==> src/rtl/ushift_pkg.sv <==
package ushift_pkg;

  typedef enum logic [1:0] {
    MODE_OFF   = 2'b00,
    MODE_THREE = 2'b01,
    MODE_TWO   = 2'b10,
    MODE_RSVD  = 2'b11
  } ushift_mode_e;

  localparam logic [1:0] ADDR_DATA = 2'd0;
  localparam logic [1:0] ADDR_STAT = 2'd1;
  localparam logic [1:0] ADDR_CTRL = 2'd2;

  localparam int CTRL_W      = 4;
  localparam int CTRL_EDGE   = 2;
  localparam int CTRL_SDA_EN = 3;

endpackage

==> src/rtl/ushift_sync.sv <==
module ushift_sync #(
  parameter int WIDTH  = 2,
  parameter int STAGES = 2
) (
  input  logic             clk,
  input  logic             rst_n,
  input  logic [WIDTH-1:0] din,
  output logic [WIDTH-1:0] dout
);

  logic [STAGES-1:0][WIDTH-1:0] chain_q;
  logic [STAGES-1:0][WIDTH-1:0] chain_d;

  always_comb begin
    chain_d = {chain_q[STAGES-2:0], din};
  end

  always_ff @(posedge clk or negedge rst_n) begin
    if (!rst_n) chain_q <= '0;
    else        chain_q <= chain_d;
  end

  assign dout = chain_q[STAGES-1];

endmodule

==> src/rtl/ushift_edge.sv <==
module ushift_edge (
  input  logic clk,
  input  logic rst_n,
  input  logic level,
  output logic rise,
  output logic fall
);

  logic prev_q;

  always_ff @(posedge clk or negedge rst_n) begin
    if (!rst_n) prev_q <= 1'b0;
    else        prev_q <= level;
  end

  assign rise = level & ~prev_q;
  assign fall = ~level & prev_q;

endmodule

==> src/rtl/ushift_shreg.sv <==
module ushift_shreg #(
  parameter int WIDTH = 8
) (
  input  logic             clk,
  input  logic             rst_n,
  input  logic             load,
  input  logic [WIDTH-1:0] load_val,
  input  logic             shift,
  input  logic             sin,
  output logic [WIDTH-1:0] q
);

  logic [WIDTH-1:0] q_d;
  logic             q_en;

  always_comb begin
    q_en = load | shift;
    q_d  = q;
    if (load)       q_d = load_val;
    else if (shift) q_d = {q[WIDTH-2:0], sin};
  end

  always_ff @(posedge clk or negedge rst_n) begin
    if (!rst_n)    q <= '0;
    else if (q_en) q <= q_d;
  end

endmodule

==> src/rtl/ushift_counter.sv <==
module ushift_counter #(
  parameter int CNT_W = 4
) (
  input  logic             clk,
  input  logic             rst_n,
  input  logic             step,
  input  logic             preset,
  input  logic [CNT_W-1:0] preset_val,
  input  logic             flag_clr,
  output logic [CNT_W-1:0] cnt,
  output logic             flag
);

  localparam logic [CNT_W-1:0] CNT_MAX = {CNT_W{1'b1}};

  logic [CNT_W-1:0] cnt_d;
  logic             flag_d;
  logic             wrap;

  always_comb begin
    wrap  = step & (cnt == CNT_MAX);
    cnt_d = cnt;
    if (preset)    cnt_d = preset_val;
    else if (step) cnt_d = cnt + 1'b1;
    flag_d = flag;
    if (wrap)          flag_d = 1'b1;
    else if (flag_clr) flag_d = 1'b0;
  end

  always_ff @(posedge clk or negedge rst_n) begin
    if (!rst_n) begin
      cnt  <= '0;
      flag <= 1'b0;
    end else begin
      cnt  <= cnt_d;
      flag <= flag_d;
    end
  end

endmodule

==> src/rtl/ushift_unit.sv <==
module ushift_unit
  import ushift_pkg::*;
#(
  parameter int DATA_W      = 8,
  parameter int CNT_W       = 4,
  parameter int SYNC_STAGES = 2
) (
  input  logic              clk,
  input  logic              rst_n,
  input  logic              reg_wr,
  input  logic [1:0]        reg_addr,
  input  logic [DATA_W-1:0] reg_wdata,
  output logic [DATA_W-1:0] reg_rdata,
  input  logic              sclk_in,
  input  logic              sd_in,
  output logic              sdo_out,
  output logic              scl_low_out,
  output logic              sda_low_out
);

  localparam int STAT_PAD = DATA_W - 1 - CNT_W;
  localparam int CTRL_PAD = DATA_W - CTRL_W;

  // reset: asynchronous assert, synchronous release
  logic [1:0] rst_pipe_q;
  logic       rst_int_n;

  always_ff @(posedge clk or negedge rst_n) begin
    if (!rst_n) rst_pipe_q <= 2'b00;
    else        rst_pipe_q <= {rst_pipe_q[0], 1'b1};
  end
  assign rst_int_n = rst_pipe_q[1];

  // host decode
  logic data_wr, stat_wr, ctrl_wr;
  assign data_wr = reg_wr & (reg_addr == ADDR_DATA);
  assign stat_wr = reg_wr & (reg_addr == ADDR_STAT);
  assign ctrl_wr = reg_wr & (reg_addr == ADDR_CTRL);

  // control register
  logic [CTRL_W-1:0] ctrl_q;
  logic [CTRL_W-1:0] ctrl_d;

  always_comb begin
    ctrl_d = ctrl_q;
    if (ctrl_wr) ctrl_d = reg_wdata[CTRL_W-1:0];
  end

  always_ff @(posedge clk or negedge rst_int_n) begin
    if (!rst_int_n) ctrl_q <= '0;
    else            ctrl_q <= ctrl_d;
  end

  ushift_mode_e mode;
  logic         mode_three, mode_two, mode_active;
  assign mode        = ushift_mode_e'(ctrl_q[1:0]);
  assign mode_three  = (mode == MODE_THREE);
  assign mode_two    = (mode == MODE_TWO);
  assign mode_active = mode_three | mode_two;

  // input synchronization and edge detection
  logic [1:0] sync_out;
  logic       sclk_s, sd_s;
  logic       sclk_rise, sclk_fall;

  ushift_sync #(.WIDTH(2), .STAGES(SYNC_STAGES)) u_sync (
    .clk  (clk),
    .rst_n(rst_int_n),
    .din  ({sclk_in, sd_in}),
    .dout (sync_out)
  );
  assign sclk_s = sync_out[1];
  assign sd_s   = sync_out[0];

  ushift_edge u_edge (
    .clk  (clk),
    .rst_n(rst_int_n),
    .level(sclk_s),
    .rise (sclk_rise),
    .fall (sclk_fall)
  );

  // shift and count enables
  logic shift_en, step_en;
  always_comb begin
    shift_en = 1'b0;
    if (mode_three)    shift_en = ctrl_q[CTRL_EDGE] ? sclk_fall : sclk_rise;
    else if (mode_two) shift_en = sclk_fall;
    step_en = mode_active & (sclk_rise | sclk_fall);
  end

  logic [DATA_W-1:0] data_q;

  ushift_shreg #(.WIDTH(DATA_W)) u_shreg (
    .clk     (clk),
    .rst_n   (rst_int_n),
    .load    (data_wr),
    .load_val(reg_wdata),
    .shift   (shift_en),
    .sin     (sd_s),
    .q       (data_q)
  );

  logic [CNT_W-1:0] cnt_q;
  logic             flag_q;

  ushift_counter #(.CNT_W(CNT_W)) u_cnt (
    .clk       (clk),
    .rst_n     (rst_int_n),
    .step      (step_en),
    .preset    (stat_wr),
    .preset_val(reg_wdata[CNT_W-1:0]),
    .flag_clr  (stat_wr & reg_wdata[DATA_W-1]),
    .cnt       (cnt_q),
    .flag      (flag_q)
  );

  // read mux
  always_comb begin
    unique case (reg_addr)
      ADDR_DATA: reg_rdata = data_q;
      ADDR_STAT: reg_rdata = {flag_q, {STAT_PAD{1'b0}}, cnt_q};
      ADDR_CTRL: reg_rdata = {{CTRL_PAD{1'b0}}, ctrl_q};
      default:   reg_rdata = '0;
    endcase
  end

  // pin drivers
  assign sdo_out     = mode_three & data_q[DATA_W-1];
  assign scl_low_out = mode_two & flag_q;
  assign sda_low_out = mode_two & ctrl_q[CTRL_SDA_EN] & ~data_q[DATA_W-1];

endmodule

==> config.mk <==
export PLATFORM = sky130hd
export DESIGN_NAME = ushift_unit
export DESIGN_NICKNAME = d
export VERILOG_FILES = /design/src/rtl/ushift_pkg.sv /design/src/rtl/ushift_sync.sv /design/src/rtl/ushift_edge.sv /design/src/rtl/ushift_shreg.sv /design/src/rtl/ushift_counter.sv /design/src/rtl/ushift_unit.sv
export SDC_FILE = /design/constraint.sdc
export NUM_CORES = 1
export LEC_CHECK = 0
export BUFFER_PORTS_ARGS = -buffer_cell sky130_fd_sc_hd__buf_2
export CELL_PAD_IN_SITES_DETAIL_PLACEMENT = 1
export CELL_PAD_IN_SITES_GLOBAL_PLACEMENT = 1
export CORE_UTILIZATION = 30
export DETAILED_ROUTE_END_ITERATION = 10
export HOLD_SLACK_MARGIN = 0.05
export PLACE_DENSITY = 0.7
export SYNTH_ARGS = -nofsm -noshare
export SYNTH_HDL_FRONTEND = slang
export SYNTH_SLANG_ARGS = --single-unit
==> constraint.sdc <==
create_clock -name clk -period 1.19 [get_ports clk]
set_input_delay 0.1785 -clock clk [delete_from_list [all_inputs] [get_ports clk]]
set_output_delay 0.1785 -clock clk [all_outputs]
set_load 0.02 [all_outputs]
==> results.json <==
{
  "synth_warnings": 0,
  "rows": 23,
  "synth-seq-area-share_pct": 45.37,
  "insertedDiodeCount": 0,
  "n_fill_cell": 466,
  "power_frac_clock_pct": 20.2,
  "dieArea_um2": 4682,
  "cp-start-kind": "flop",
  "min_period_ns": 1.741,
  "synth_cells": 108,
  "synth.top_cell.area_share_pct": 45.37,
  "setup_violations": 21,
  "vias_per_cell": 4.855,
  "p_leak_nw": 0.9052,
  "postRouteAntennaNets": 0,
  "skew_ns": 0.006326,
  "synth_area_leaders": "dfrtp_1 45%, mux2_4 10%, mux2_2 8.5%",
  "postSynthAreaPerCell_um2": 12.26,
  "clk_pin_slew_worst_paths_ns": 0.09,
  "post_drt_wl_per_cell_um": 16.32,
  "yosys_most_used_dff": "dfrtp_1",
  "tritoncts": "done",
  "maxSlewViolCount": 0,
  "ys_ff_latch": 24,
  "port_buffers": 25,
  "overflow": 0,
  "slowest_stage": "dfrtp_1",
  "switchingPower_mw": 1.115,
  "stdcell_area_um2": 1862,
  "root_buffer": "clkbuf_8",
  "cts_buffers": 3,
  "async_reset_ff_share_pct": 100.0,
  "critPathRequiredTime_ns": 1.35,
  "post-route-drc-count": 0,
  "dr.first_iter.drc_count": 22,
  "crit_path_frequent_cell": "mux2_4",
  "ys_types": 28,
  "internal_power_mw": 2.459,
  "syn_area_um2": 1324,
  "antenna_found_initial": 0,
  "rsz0062_at_grt": "yes",
  "fp.dieW_um": 68.43,
  "cp-end-kind": "flop",
  "initial_core_util_pct": 32.17,
  "tns_ns": -7.126,
  "num-nets-final": 186,
  "critical_path_class": "flop to flop",
  "cts.sinks": 24,
  "dp_hpwl_mm": 2.529,
  "syn2layout_area_growth_pct": 40.64,
  "grt_max_degree": 23,
  "power.density_nw_per_um2": 1920,
  "cp_cell_sequence": "inv_1 -> ha_2 -> mux2_4 -> a221o_1 -> buf_6 -> mux2_4",
  "violations": "setup timing",
  "max_stage_delay_ns": 0.38,
  "dr.pass1.iters": 3,
  "grt_pass1_vias": 1106,
  "die_y_um": 68.43,
  "grtUsageTotal_pct": 17.24,
  "synth_edf_count": 0,
  "hold_violations": 0,
  "gp_routability_congestion": 0.7827,
  "seqPwrFrac_pct": 36.4,
  "status": "finished with violations",
  "hold_path.class": "input pin to flop",
  "io_pins": 26,
  "synth_most_common_cell": "dfrtp_1",
  "clock_latency_ns": 0.27,
  "synthDominantAreaCellType": "dfrtp_1",
  "htreeDepth": 1,
  "power_frac_comb_pct": 43.4,
  "crit_arrival_ns": 1.90,
  "crit_path_max_fanout": 8,
  "syn-num-nets": 129,
  "peakVddDrop_uv": 692.0,
  "clock_path_buffers": 2,
  "period_share_pct": 146.3,
  "routed_wl_mm": 3.492,
  "drv_cap": 0,
  "ys_top_cells_by_count": "24 x dfrtp_1, 11 x nand2_1, 10 x mux2_2, 9 x mux2_4, 7 x o21ai_0",
  "swShare_pct": 31.20,
  "setup_slack_ns": -0.5510,
  "postPlaceCellArea_um2": 1593,
  "core-area_um2": 4115,
  "grt_first_pass_wirelength_mm": 5.651,
  "post_route_cells_drive_above_1_share_pct": 56.10,
  "vias": 1039,
  "fmax_mhz": 574.4
}
per-layer routing:
| layer | vias to the layer above | part of all wire, % | GRT usage (%) |
|---|---|---|---|
| li1 | 481 | - | - |
| met1 | 531 | 42 | 20.31 |
| met2 | 21 | 53 | 31.50 |
| met3 | 6 | 2.7 | 1.833 |
| met4 | 0 | 1.9 | 6.771 |
| met5 | - | 0 | 0 |
final cells by class:
type | instances | area [um^2] | area share [%]
Clock buffer | 3 | 41.29 | 2.218
Clock inverter | 1 | 30.03 | 1.613
Multi-Input combinational cell | 75 | 703.2 | 37.77
Inverter | 4 | 15.01 | 0.8064
Tap cell | 50 | 62.56 | 3.360
Sequential cell | 24 | 601.8 | 32.33
Timing Repair Buffer | 57 | 407.9 | 21.91
worst max-delay path: cells and delay by family, from the launching register on:
kind / cells / cell delay, ns
AO/OA/AOI/OAI: 1 / 0.30
adder cells (fa/ha/maj): 1 / 0.17
buffers and inverters: 2 / 0.22
flip-flops: 1 / 0.38
multiplexers: 2 / 0.56
logic make-up after synthesis:
family                     Yosys count  synth area share (%)
AOI/OAI and AO/OA                   10                 4.726
xor gates and xnor gates             2                 1.323
adders and majority gates            6                 5.671
buffers and inverters                9                 4.820
DFF                                 24                 45.37
muxes                               27                 24.95
other                                1                0.2833
and+or+nand+nor                     29                 12.86
flip-flops by register name, indices dropped and copies added, names as in the netlist:
register,flops
u_cnt.flag,1
rst_pipe_q,2
u_sync.chain_d,2
u_shreg.q,8
ctrl_q,4
u_cnt.cnt,4
u_sync.dout,2
u_edge.prev_q,1
per-stage QoR:
stage	util, %	setup WS (ns)	hold WS [ns]	power, mW	cells
CTS	44.39	-0.5474	0.1697	3.499	211
finish	45.24	-0.5510	0.1777	3.574	214
detailed placement	38.70	-0.5948	-0.03539	2.505	195
global route	45.24	-0.6068	0.1941	3.778	214
floorplan	-	-0.4852	-0.1171	2.069	108
global placement	38.70	-0.5388	-0.03570	2.414	195
worst paths after layout:
check	from	to	slack, ns	cells past startpoint
min in group asynchronous	rst_n	rst_pipe_q[0]	0.20	2
max in group asynchronous	rst_pipe_q[1]	ctrl_q[1]	0.72	1
worst max-delay path	u_edge.prev_q	u_shreg.q[2]	-0.55	6
worst min-delay path	reg_wdata[3]	u_cnt.cnt[3]	0.18	3
worst max register to register	u_edge.prev_q	u_shreg.q[2]	-0.55	6
worst min register to register	rst_pipe_q[1]	u_cnt.cnt[3]	0.22	1
power by group through the flow:
| stage | Clock, mW | Combinational (mW) | Sequential [mW] |
|---|---|---|---|
| final | 0.722 | 1.55 | 1.30 |
| after global routing | 0.772 | 1.67 | 1.33 |
| after CTS | 0.737 | 1.47 | 1.29 |
| after detailed placement | 0 | 1.19 | 1.31 |
| after global placement | 0 | 1.13 | 1.29 |
| after floorplan | 0 | 0.817 | 1.25 |
timing repair:
action,CTS,global route
gates resized for setup,26,5
setup buffers,9,3
setup endpoints to repair,21,21
pin swaps,5,4
hold buffers,3,0
endpoints found under the hold margin,4,0
layout by cell type (no fill, tap or decap), types with 2 or more instances in the layout:
cell type	synthesis	layout
buf_4	0	28
dfrtp_1	24	23
buf_2	0	20
nand2_1	11	10
mux2_2	10	10
mux2_4	9	9
o21ai_1	0	7
buf_6	4	6
mux2i_1	6	5
and2_1	5	4
nor2_1	3	3
ha_2	0	3
clkbuf_8	0	3
dlygate4sd3_1	0	3
inv_2	0	2
nor2b_4	1	2
inv_1	4	2
mux2_1	2	2
nand3_1	2	2
ha_1	6	2
(Power assumes the default switching activity.)
